===== src/rtl/gpio_irq_pkg.sv =====
package gpio_irq_pkg;

  localparam int WORD_W = 32;
  localparam int PCFG_W = 10;
  localparam int ICFG_W = 9;

  typedef enum logic [1:0] {
    RSEL_PAD  = 2'd0,
    RSEL_DATA = 2'd1,
    RSEL_ICFG = 2'd2,
    RSEL_STAT = 2'd3
  } reg_sel_e;

  typedef enum logic [1:0] {
    DET_LEVEL = 2'd0,
    DET_RISE  = 2'd1,
    DET_FALL  = 2'd2,
    DET_ANY   = 2'd3
  } det_mode_e;

  localparam logic [2:0] TGT_APPS = 3'd4;

  // bit 9 down to bit 0
  typedef struct packed {
    logic       oe;
    logic [2:0] drive;
    logic [3:0] func;
    logic [1:0] pull;
  } pad_cfg_t;

  // bit 8 down to bit 0
  typedef struct packed {
    logic       direct;
    logic [2:0] target;
    logic       stat_en;
    det_mode_e  mode;
    logic       pol_hi;
    logic       irq_en;
  } irq_cfg_t;

endpackage


===== src/rtl/gpio_in_sync.sv =====
module gpio_in_sync #(
  parameter int WIDTH = 4
) (
  input  logic             clk,
  input  logic             rst_n,
  input  logic [WIDTH-1:0] raw_i,
  output logic [WIDTH-1:0] sync_o,
  output logic [WIDTH-1:0] hist_o
);

  logic [WIDTH-1:0] meta_q, sync_q, hist_q;
  logic [WIDTH-1:0] meta_d, sync_d, hist_d;

  always_comb begin
    meta_d = raw_i;
    sync_d = meta_q;
    hist_d = sync_q;
  end

  always_ff @(posedge clk or negedge rst_n) begin
    if (!rst_n) begin
      meta_q <= '0;
      sync_q <= '0;
      hist_q <= '0;
    end else begin
      meta_q <= meta_d;
      sync_q <= sync_d;
      hist_q <= hist_d;
    end
  end

  assign sync_o = sync_q;
  assign hist_o = hist_q;

endmodule


===== src/rtl/gpio_pin_slice.sv =====
module gpio_pin_slice
  import gpio_irq_pkg::*;
(
  input  logic              clk,
  input  logic              rst_n,
  input  logic              wr_pad_i,
  input  logic              wr_data_i,
  input  logic              wr_icfg_i,
  input  logic              clr_i,
  input  logic [PCFG_W-1:0] wdata_i,
  input  logic              sync_i,
  input  logic              hist_i,
  output pad_cfg_t          pad_cfg_o,
  output logic              out_val_o,
  output irq_cfg_t          irq_cfg_o,
  output logic              status_o,
  output logic              irq_o,
  output logic              pad_oe_o,
  output logic              pad_out_o
);

  pad_cfg_t pad_q, pad_d;
  irq_cfg_t icfg_q, icfg_d;
  logic     out_q, out_d;
  logic     status_q, status_d;
  logic     pend_q, pend_d;
  logic     trig;
  logic     hit;

  always_comb begin
    unique case (icfg_q.mode)
      DET_LEVEL: trig = (sync_i == icfg_q.pol_hi);
      DET_RISE:  trig = sync_i & ~hist_i;
      DET_FALL:  trig = ~sync_i & hist_i;
      default:   trig = sync_i ^ hist_i;
    endcase
  end

  assign hit = trig & ~icfg_q.direct;

  always_comb begin
    pad_d    = pad_q;
    out_d    = out_q;
    icfg_d   = icfg_q;
    status_d = status_q;
    pend_d   = pend_q;
    if (wr_pad_i)  pad_d  = pad_cfg_t'(wdata_i);
    if (wr_data_i) out_d  = wdata_i[1];
    if (wr_icfg_i) icfg_d = irq_cfg_t'(wdata_i[ICFG_W-1:0]);
    if (hit && icfg_q.stat_en) status_d = 1'b1;
    else if (clr_i)            status_d = 1'b0;
    if (hit)        pend_d = 1'b1;
    else if (clr_i) pend_d = 1'b0;
  end

  always_ff @(posedge clk or negedge rst_n) begin
    if (!rst_n) begin
      pad_q    <= '0;
      out_q    <= 1'b0;
      icfg_q   <= '0;
      status_q <= 1'b0;
      pend_q   <= 1'b0;
    end else begin
      pad_q    <= pad_d;
      out_q    <= out_d;
      icfg_q   <= icfg_d;
      status_q <= status_d;
      pend_q   <= pend_d;
    end
  end

  assign irq_o = pend_q & icfg_q.irq_en & ~icfg_q.direct &
                 (icfg_q.target == TGT_APPS);
  assign pad_oe_o  = pad_q.oe;
  assign pad_out_o = pad_q.oe & out_q;
  assign pad_cfg_o = pad_q;
  assign out_val_o = out_q;
  assign irq_cfg_o = icfg_q;
  assign status_o  = status_q;

  AST_DIRECT_BLOCKS_STATUS: assert property (@(posedge clk) disable iff (!rst_n)
    (icfg_q.direct && !status_q) |=> !status_q);

  AST_STATEN_GATES_STATUS: assert property (@(posedge clk) disable iff (!rst_n)
    (!icfg_q.stat_en && !status_q) |=> !status_q);

  AST_CLEAR_TAKES: assert property (@(posedge clk) disable iff (!rst_n)
    (clr_i && !hit) |=> (!status_q && !irq_o));

  AST_STATUS_STICKY: assert property (@(posedge clk) disable iff (!rst_n)
    (!clr_i && status_q) |=> status_q);

endmodule


===== src/rtl/gpio_irq_bank.sv =====
module gpio_irq_bank
  import gpio_irq_pkg::*;
#(
  parameter  int NUM_PINS = 4,
  localparam int IDX_W    = (NUM_PINS > 1) ? $clog2(NUM_PINS) : 1,
  localparam int ADDR_W   = IDX_W + 4
) (
  input  logic                clk,
  input  logic                rst_n,
  input  logic                bus_sel,
  input  logic                bus_wr,
  input  logic [ADDR_W-1:0]   bus_addr,
  input  logic [WORD_W-1:0]   bus_wdata,
  output logic [WORD_W-1:0]   bus_rdata,
  input  logic [NUM_PINS-1:0] pin_in,
  output logic [NUM_PINS-1:0] pin_out,
  output logic [NUM_PINS-1:0] pin_oe,
  output logic                irq_out
);

  logic                rst_meta_q, rst_sync_q;
  logic                arst_n;
  logic [NUM_PINS-1:0] sync_lvl, hist_lvl, pin_irq, pin_stat, pin_outv;
  pad_cfg_t            pad_cfg [NUM_PINS];
  irq_cfg_t            irq_cfg [NUM_PINS];
  logic [IDX_W-1:0]    sel_idx;
  reg_sel_e            sel_reg;
  logic                wr_en, rd_en, wr_zero;
  logic [WORD_W-1:0]   rd_mux, rdata_q, rdata_d;
  logic                unused_addr;

  // reset: asserted asynchronously, released on a clock edge
  always_ff @(posedge clk or negedge rst_n) begin
    if (!rst_n) begin
      rst_meta_q <= 1'b0;
      rst_sync_q <= 1'b0;
    end else begin
      rst_meta_q <= 1'b1;
      rst_sync_q <= rst_meta_q;
    end
  end
  assign arst_n = rst_sync_q;

  assign sel_idx     = bus_addr[ADDR_W-1:4];
  assign sel_reg     = reg_sel_e'(bus_addr[3:2]);
  assign wr_en       = bus_sel & bus_wr;
  assign rd_en       = bus_sel & ~bus_wr;
  assign wr_zero     = (bus_wdata == '0);
  assign unused_addr = ^{bus_addr[1:0], bus_wdata[WORD_W-1:PCFG_W]};

  gpio_in_sync #(.WIDTH(NUM_PINS)) u_sync (
    .clk    (clk),
    .rst_n  (arst_n),
    .raw_i  (pin_in),
    .sync_o (sync_lvl),
    .hist_o (hist_lvl)
  );

  for (genvar p = 0; p < NUM_PINS; p++) begin : g_pin
    logic hit_me;
    assign hit_me = wr_en && (sel_idx == IDX_W'(p));

    gpio_pin_slice u_slice (
      .clk       (clk),
      .rst_n     (arst_n),
      .wr_pad_i  (hit_me && sel_reg == RSEL_PAD),
      .wr_data_i (hit_me && sel_reg == RSEL_DATA),
      .wr_icfg_i (hit_me && sel_reg == RSEL_ICFG),
      .clr_i     (hit_me && sel_reg == RSEL_STAT && wr_zero),
      .wdata_i   (bus_wdata[PCFG_W-1:0]),
      .sync_i    (sync_lvl[p]),
      .hist_i    (hist_lvl[p]),
      .pad_cfg_o (pad_cfg[p]),
      .out_val_o (pin_outv[p]),
      .irq_cfg_o (irq_cfg[p]),
      .status_o  (pin_stat[p]),
      .irq_o     (pin_irq[p]),
      .pad_oe_o  (pin_oe[p]),
      .pad_out_o (pin_out[p])
    );
  end

  always_comb begin
    rd_mux = '0;
    for (int p = 0; p < NUM_PINS; p++) begin
      if (sel_idx == IDX_W'(p)) begin
        unique case (sel_reg)
          RSEL_PAD:  rd_mux = WORD_W'(pad_cfg[p]);
          RSEL_DATA: rd_mux = WORD_W'({pin_outv[p], sync_lvl[p]});
          RSEL_ICFG: rd_mux = WORD_W'(irq_cfg[p]);
          default:   rd_mux = WORD_W'(pin_stat[p]);
        endcase
      end
    end
  end

  always_comb begin
    rdata_d = rdata_q;
    if (rd_en) rdata_d = rd_mux;
  end

  always_ff @(posedge clk or negedge arst_n) begin
    if (!arst_n) rdata_q <= '0;
    else         rdata_q <= rdata_d;
  end

  assign bus_rdata = rdata_q;
  assign irq_out   = |pin_irq;

  AST_RDATA_HOLDS: assert property (@(posedge clk) disable iff (!arst_n)
    !rd_en |=> $stable(bus_rdata));

  AST_NO_DRIVE_WITHOUT_OE: assert property (@(posedge clk) disable iff (!arst_n)
    $rose(pin_out) |-> pin_oe);

endmodule


===== config.mk =====
export PLATFORM = sky130hd
export DESIGN_NAME = gpio_irq_bank
export DESIGN_NICKNAME = d
export VERILOG_FILES = /design/src/rtl/gpio_irq_pkg.sv /design/src/rtl/gpio_in_sync.sv /design/src/rtl/gpio_pin_slice.sv /design/src/rtl/gpio_irq_bank.sv
export SDC_FILE = /design/constraint.sdc
export NUM_CORES = 1
export LEC_CHECK = 0
export ABC_AREA = 0
export CAP_MARGIN = 10
export CORE_ASPECT_RATIO = 0.6
export CORE_MARGIN = 10
export CORE_UTILIZATION = 50
export CTS_CLUSTER_DIAMETER = 150
export DETAILED_ROUTE_END_ITERATION = 10
export PLACE_DENSITY = 0.75
export SYNTH_ARGS = -nofsm -noshare
export SYNTH_HDL_FRONTEND = slang
export SYNTH_HIERARCHICAL = 1
export SYNTH_SLANG_ARGS = --single-unit

===== constraint.sdc =====
create_clock -name clk -period 8.8 [get_ports clk]
set_input_delay 1.76 -clock clk [delete_from_list [all_inputs] [get_ports clk]]
set_output_delay 1.76 -clock clk [all_outputs]
set_load 0.05 [all_outputs]

==> impl_metrics.yaml, run 1 <==
placement:
  placed_area_um2: 6280
  numPlacedInstances: 652
  io_buffer_count: 62
  gp_congestion: 0.860
  hpwl_um: 10400
power:
  p_comb_share_pct: 23.1
  p_sw_uw: 441
  switching_share_pct: 32.0
  power_density_nw_per_um2: 210
  p_clk_share_pct: 28.4
  leakage_uw: 0.00289
  power.internal_uw: 938
  pwr-share-seq_pct: 48.5
  max-vdd-ir-drop_v: 0.000116
critical_path:
  ff2ff_path_depth: 1
  cp.depth: 6
  critPathBufInv: 2
  critical-path-top-delay-family: "simple AND/OR/NAND/NOR gates"
  cp.required_ps: 9040
  arrival_ps: 4440
  worstSetupEndpointType: "register"
  cp_max_fo: 32
  startpoint_type: "input port"
  critPathLaunch: "bus_addr[4]"
  cp_slowest_stage_delay_ps: 840
  r2r-start: "arst_n"
  cp_cell_sequence: "clkdlybuf4s50_1, buf_4, and2_1, nand3_1, nor2_1, mux2_2"
  slowest_stage: "nor2_1"
  worstSetupPathType: "in2reg"
sta:
  slew_violations: 0
  grt_setup_unrepaired: "false"
  tns_ps: 0
  timing.final.crit_share_pct: 47.7
  timing.slew.headroom_pct: 15.3
  clock_skew_ps: 7.24
  max_freq_mhz: 238
  hold_viol_final: 0
  worst_pin_slew_ps: 1270
  setup-violations-final: 0
  layout_min_cycle_time_ps: 4200
die:
  fp.dieH_um: 103
  start_util_pct: 50.7
  coreArea_um2: 11200
  io-pin-count: 87
  die_area_um2: 16200
  rows: 30
  dieWidth_um: 158
clocking:
  clk_pin_slew_worst_paths_ps: 80
  cts_max_path_buffers: 2
  cts_resized: 0
  cts-root-buf: "clkbuf_16"
  cts_made_buffers: 9
  clock_latency_ps: 360
  ctsHtreeMaxLevel: 3
  cts_tree: "built"
  cts.sinks: 112
  post_cts_buffers: 0
  ctsHoldBuffers: 0
global_routing:
  grt_pass1_wl_um: 23000
  grt_max_degree: 65
  antenna_found_initial: 0
  grt-ovfl-total: 0
  grt_pass1_vias: 4094
  grtUsageTotal_pct: 18.6
detailed_routing:
  dr.pass1.iters: 4
  wl_um: 14700
  drt-initial-drc-count: 330
  drcViolationCount: 0
  num_vias: 3955
  viasPerCell: 5.91
  wire_per_inst_um: 22.0
  ant_nets: 0
final_layout:
  stdcell_count: 669
  fill_cells: 942
  fin_nets: 574
  antennaDiodeCount: 0
  final_area_um2: 6570
  drive_gt1_share_pct: 24.2
  syn_to_final_growth_pct: 15.5
  postLayoutCoreUtil_pct: 58.5
yosys:
  syn_avg_cell_area_um2: 12.1
  ys_seq_area_share_pct: 49.3
  yosysWarnings: 6
  synth_ff_type: "dfrtp_1"
  synthDistinctLibCells: 54
  syn-cell-area_um2: 5690
  synth-edff-count: 0
  syn_inst: 469
  ys_seq_elements: 112
  synth-async-reset-ratio_pct: 100
flow_run:
  drv_cap: 0
run_status:
  status: "finished clean"
hold_path:
  hp-class: "reg2async"
[worst paths after layout]
path                                                 end  slack (ps)
hold / removal             g_pin[2].u_slice/pad_cfg_o[2]         350
setup / recovery           g_pin[3].u_slice/pad_cfg_o[0]        4600
max in group asynchronous                         arst_n        7110
hold reg to reg            g_pin[2].u_slice/pad_cfg_o[2]         350
min in group clk                        u_sync/sync_o[2]         350
setup reg to reg               g_pin[2].u_slice/pad_oe_o        7190
[layout by cell type (no fill, tap or decap), types with 5 or more instances in the layout]
cell	netlist	routed
dfrtp_1	112	111
mux2_2	80	80
clkdlybuf4s50_1	0	62
conb_1	2	23
nand2_1	22	22
nor2_1	21	21
inv_1	21	21
mux2i_1	15	15
o21ai_0	11	11
nor4_1	9	9
clkbuf_16	0	9
ha_1	8	8
nand2b_1	7	7
nand3_1	6	6
and2_1	6	6
mux4_2	6	6
nor3_1	6	6
buf_4	29	6
a22oi_1	5	5
o41ai_2	5	5
[layer usage]
| layer | global-route usage [%] | share of wire [%] |
|---|---|---|
| met4 | 4.79 | 1.2 |
| met3 | 7.83 | 11 |
| met2 | 27.2 | 44 |
| met5 | 0 | 0 |
| met1 | 25.0 | 44 |
[stage by stage]
step | worst slack, ps | hold WS (ps) | power (uW)
global route | 4490 | 357 | 1440
CTS | 4690 | 353 | 1390
finish | 4600 | 351 | 1380
detailed placement | 4330 | 336 | 995
global placement | 4330 | 332 | 980
floorplan | 5420 | 331 | 895
[cells by family after synthesis]
| family | after synthesis | share of synthesized area [%] |
|---|---|---|
| simple gates | 103 | 9.77 |
| other cells | 2 | 0.132 |
| compound gates | 65 | 9.46 |
| xor+xnor | 4 | 0.616 |
| buf+inv | 71 | 7.33 |
| mux | 104 | 21.6 |
| fa+ha+maj | 8 | 1.76 |
| flops | 112 | 49.3 |
[cells in the mapped netlist, types with 3 or more instances]
library cell	number	share of area [%]
mux4_2	6	2.4
xor2_1	4	0.62
a21oi_1	3	0.26
mux2_4	3	0.79
o221ai_1	4	0.62
and2_1	6	0.66
a21boi_1	4	0.53
buf_4	29	3.8
o21ai_0	11	0.97
nor2b_1	3	0.33
ha_1	8	1.8
nand2_1	22	1.5
nand4b_1	4	0.62
buf_2	15	1.3
nand3_1	6	0.53
o21a_1	4	0.53
nand2b_1	7	0.77
nor4_1	9	0.99
a22oi_1	5	0.66
a221o_1	4	0.70
a21oi_2	4	0.62
nor2_1	21	1.4
buf_6	3	0.59
mux2_2	80	16
and3b_1	4	0.62
nor3_1	6	0.53
inv_1	21	1.4
dfrtp_1	112	49
or2_1	4	0.44
mux2i_1	15	2.6
a21o_1	4	0.53
o32ai_1	4	0.62
o41ai_2	5	1.4
clkbuf_1	3	0.20
[power groups by stage]
stage / combinational (uW) / sequential [uW] / clock, uW
floorplan: 202 / 693 / 0
global placement: 309 / 671 / 0
detailed placement: 317 / 678 / 0
CTS: 319 / 668 / 399
global route: 342 / 681 / 419
finish: 319 / 669 / 391
[area by class of cell]
type	count	area, um2	area share, %
Sequential cell	112	2810	42.7
Multi-Input combinational cell	307	2550	38.8
Timing Repair Buffer	69	677	10.3
Clock buffer	9	225	3.43
Tap cell	144	180	2.74
Inverter	21	78.8	1.20
Clock inverter	7	53.8	0.819
No activity file was read; power rests on OpenSTA's default activity.
==> run 2: changes to the inputs <==
==> constraint.sdc (replaced) <==
create_clock -name clk -period 3.95 [get_ports clk]
set_input_delay 0.79 -clock clk [delete_from_list [all_inputs] [get_ports clk]]
set_output_delay 0.79 -clock clk [all_outputs]
set_load 0.05 [all_outputs]
==> impl_metrics.yaml, run 2 (synthesis results as in run 1) <==
run_status:
  status: "finished clean"
sta:
  worst_pin_slew_ps: 959
  setup-violations-final: 0
  clock_skew_ps: 9.46
  hold_viol_final: 0
  timing.final.crit_share_pct: 78.5
  grt_setup_unrepaired: "false"
  slew_violations: 0
  layout_min_cycle_time_ps: 3100
  max_freq_mhz: 323
  tns_ps: 0
  timing.slew.headroom_pct: 36.0
final_layout:
  fill_cells: 904
  postLayoutCoreUtil_pct: 59.6
  fin_nets: 585
  multi_input_area_um2: 2550
  seq_area_um2: 2810
  mostFrequentLayoutCells: "111 x dfrtp_1, 80 x mux2_2, 62 x clkdlybuf4s50_1"
  antennaDiodeCount: 0
  syn_to_final_growth_pct: 17.6
  drive_gt1_share_pct: 25.7
  mostFrequentLayoutCell: "dfrtp_1"
power:
  p_comb_share_pct: 22.7
  max-vdd-ir-drop_v: 0.000352
  power_uw: 3180
  power_density_nw_per_um2: 476
  switching_share_pct: 30.3
  leakage_uw: 0.00297
  pwr-share-seq_pct: 46.7
  p_clk_share_pct: 30.6
  power.internal_uw: 2220
  p_sw_uw: 964
detailed_routing:
  wl_um: 14900
  wire_per_inst_um: 21.9
  drcViolationCount: 0
  drt-initial-drc-count: 374
  viasPerCell: 5.92
  num_vias: 4027
  dr.pass1.iters: 5
  ant_nets: 0
global_routing:
  antenna_found_initial: 0
  grt_pass1_wl_um: 23100
  grt_pass1_vias: 4057
  grtUsageTotal_pct: 18.7
  grt_max_degree: 53
  grt-ovfl-total: 0
clocking:
  cts_tree: "built"
  cts.sinks: 112
  cts_resized: 0
  cts_max_path_buffers: 2
  ctsHoldBuffers: 0
  clock_latency_ps: 360
  post_cts_buffers: 0
  clk_pin_slew_worst_paths_ps: 70
  ctsHtreeMaxLevel: 3
  cts-root-buf: "clkbuf_16"
  cts_made_buffers: 9
die:
  rows: 30
  fp.dieH_um: 103
  die_area_um2: 16200
  coreArea_um2: 11200
  dieWidth_um: 158
  io-pin-count: 87
  start_util_pct: 50.7
critical_path:
  arrival_ps: 2310
  worstSetupEndpointType: "output port"
  startpoint_type: "register"
  critPathLaunch: "g_pin[0].u_slice/irq_cfg_o[5]"
  cp.required_ps: 3160
  worstSetupPathType: "reg2out"
  cp_max_fo: 3
  r2r-start: "g_pin[0].u_slice/irq_cfg_o[2]"
placement:
  hpwl_um: 11000
  io_buffer_count: 62
  gp_congestion: 0.917
flow_run:
  drv_cap: 0
hold_path:
  hp-class: "reg2reg"
  hp-start: "u_sync/meta_q[2]"
==> run 2: cell count changes in the layout (fill, tap and decap cells not counted), moves of 2 or more <==
cell and change:
buf_4 +12, bufinv_16 +2, clkinvlp_4 -2, inv_6 -2
==> run 2: final timing paths <==
kind | end | slack, ps | cells after the start
worst max-delay path | irq_out | 850 | 4
worst max register to register | bus_rdata[2] | 2390 | 4
min in group asynchronous | u_sync/sync_o[1] | 380 | 0
worst min-delay path | u_sync/sync_o[2] | 350 | 0
worst min register to register | u_sync/sync_o[2] | 350 | 0
max in group asynchronous | bus_rdata[8] | 2650 | 1
==> run 2: metal layers <==
layer  GRT usage [%]  up-vias  wire [um]
li1                -     1757          -
met1            26.5     2080       6920
met2            26.4      175       6280
met3            7.17       15       1560
met4            3.79        0        134
met5               0        -          0
==> run 2: final cells by class <==
cell class	count	share of cell area, %
inverters	21	1.18
clock inverters	7	1.42
clock buffers	9	3.37
flip-flops and latches	112	42.0
well taps	144	2.69
multi-input cells	307	38.1
repair buffers	80	11.3
==> run 2: critical path: stages (launching register included) <==
cell and delay, ps:
dfrtp_1 400, nand4b_1 180, nor3_1 70, or4_1 570, clkdlybuf4s50_1 740
==> run 2: stage by stage <==
step	instances	hold WS, ps	setup slack [ps]	instance area [um2]
global route	680	357	798	6690
detailed placement	664	335	707	6370
global placement	664	333	772	6370
floorplan	490	331	599	5770
CTS	680	350	863	6690
finish	680	349	850	6690
==> run 2: power by group through the flow <==
stage	Combinational [uW]	Sequential [uW]	Clock, uW
finish	722	1490	973
global route	773	1510	1030
CTS	722	1480	989
detailed placement	716	1510	0
global placement	696	1490	0
floorplan	450	1540	0
==> run 3: changes to the inputs <==
--- a/config.mk
+++ b/config.mk
@@ -9,10 +9,10 @@
 export CAP_MARGIN = 10
 export CORE_ASPECT_RATIO = 0.6
 export CORE_MARGIN = 10
-export CORE_UTILIZATION = 50
+export CORE_UTILIZATION = 49
 export CTS_CLUSTER_DIAMETER = 150
 export DETAILED_ROUTE_END_ITERATION = 10
-export PLACE_DENSITY = 0.75
+export PLACE_DENSITY = 0.76
 export SYNTH_ARGS = -nofsm -noshare
 export SYNTH_HDL_FRONTEND = slang
 export SYNTH_HIERARCHICAL = 1
==> constraint.sdc (replaced) <==
create_clock -name clk -period 2.7 [get_ports clk]
set_input_delay 0.54 -clock clk [delete_from_list [all_inputs] [get_ports clk]]
set_output_delay 0.54 -clock clk [all_outputs]
set_load 0.05 [all_outputs]
==> impl_metrics.yaml, run 3 (synthesis results as in run 1) <==
run_status:
  status: "finished clean"
clocking:
  ctsHoldBuffers: 0
  post_cts_buffers: 0
  cts_max_path_buffers: 2
  cts_tree: "built"
  ctsHtreeMaxLevel: 3
  cts_made_buffers: 9
  cts.sinks: 112
  clock_latency_ps: 350
  clk_pin_slew_worst_paths_ps: 70
  cts_resized: 0
  cts-root-buf: "clkbuf_16"
detailed_routing:
  wire_per_inst_um: 21.7
  drcViolationCount: 0
  num_vias: 4132
  wl_um: 15500
  dr.pass1.iters: 5
  ant_nets: 0
  viasPerCell: 5.80
  drt-initial-drc-count: 391
power:
  max-vdd-ir-drop_v: 0.000327
  leakage_uw: 0.00305
  power_uw: 4550
  power_density_nw_per_um2: 666
sta:
  layout_min_cycle_time_ps: 2630
  worst_pin_slew_ps: 635
  hold_viol_final: 0
  timing.slew.headroom_pct: 57.1
  setup-violations-final: 0
  slew_violations: 0
  grt_setup_unrepaired: "false"
  timing.final.crit_share_pct: 97.3
  setup_slack_ps: 73.3
  clock_skew_ps: 6.79
  max_freq_mhz: 381
  holdWs_ps: 341
global_routing:
  grt_pass1_wl_um: 24100
  grt-ovfl-total: 0
  grt_max_degree: 48
  grt_pass1_vias: 4259
  antenna_found_initial: 0
  grtUsageTotal_pct: 18.8
final_layout:
  mostFrequentLayoutCells: "111 x dfrtp_1, 80 x mux2_2, 61 x clkdlybuf4s50_1"
  syn_to_final_growth_pct: 20.2
  final_area_um2: 6840
  drive_gt1_share_pct: 27.8
  mostFrequentLayoutCell: "dfrtp_1"
  antennaDiodeCount: 0
  fin_nets: 602
critical_path:
  cp.required_ps: 2920
  cp_max_fo: 4
  arrival_ps: 2850
  worstSetupPathType: "in2reg"
  ff2ff_path_depth: 4
  worstSetupEndpointType: "register"
  startpoint_type: "input port"
die:
  fp.dieH_um: 103
  rows: 30
  coreArea_um2: 11300
  io-pin-count: 87
  start_util_pct: 50.2
  die_area_um2: 16500
  dieWidth_um: 159
hold_path:
  hp-class: "in2async"
placement:
  gp_congestion: 0.890
  hpwl_um: 11500
  placed_area_um2: 6550
  io_buffer_count: 62
  pre_cts_slack_ps: -182
flow_run:
  drv_cap: 0
run 3: power breakdown:
group	internal (uW)	leakage, uW	switching (uW)	total, uW
Clock	683	0.000136	602	1280
Combinational	502	0.00154	573	1080
Sequential	1950	0.00138	245	2190
Total	3130	0.00305	1420	4550
run 3: metal layers:
metal  wire length, um  GRT usage, %
met3              1170          5.22
met5                 0             0
met4               127          3.54
met1              7300          26.4
met2              6880          28.6
run 3: final timing paths:
check / from / end / slack, ps
worst max-delay path: bus_wdata[0] / g_pin[2].u_slice/status_o / 70
worst min-delay path: rst_n / arst_n / 340
worst min register to register: u_sync/meta_q[2] / u_sync/sync_o[2] / 350
min in group clk: u_sync/meta_q[2] / u_sync/sync_o[2] / 350
max in group asynchronous: arst_n / g_pin[2].u_slice/pad_cfg_o[8] / 1570
worst max register to register: g_pin[0].u_slice/irq_cfg_o[2] / bus_rdata[2] / 1140
run 3: through the flow:
stage | setup TNS [ps] | cells | utilization, %
floorplan | 0 | 490 | -
global placement | -1670 | 697 | 57.8
detailed placement | -900 | 697 | 57.8
CTS | 0 | 713 | 60.3
global route | 0 | 713 | 60.3
finish | 0 | 713 | 60.3
run 3: layout make-up:
type | count | area (um2)
clock buffers | 13 | 260
multi-input cells | 307 | 2550
clock inverters | 3 | 25.0
repair buffers | 97 | 918
inverters | 21 | 78.8
flip-flops and latches | 112 | 2810
fillers | 921 | 4500
well taps | 160 | 200
run 3: worst max-delay path: stages:
cell             delay [ps]
clkdlybuf4s50_1         510
nor4b_1                 620
buf_4                   220
nand4_1                 100
or3_4                   390
nor2_1                  210
nand2b_1                170
o41ai_2                  80
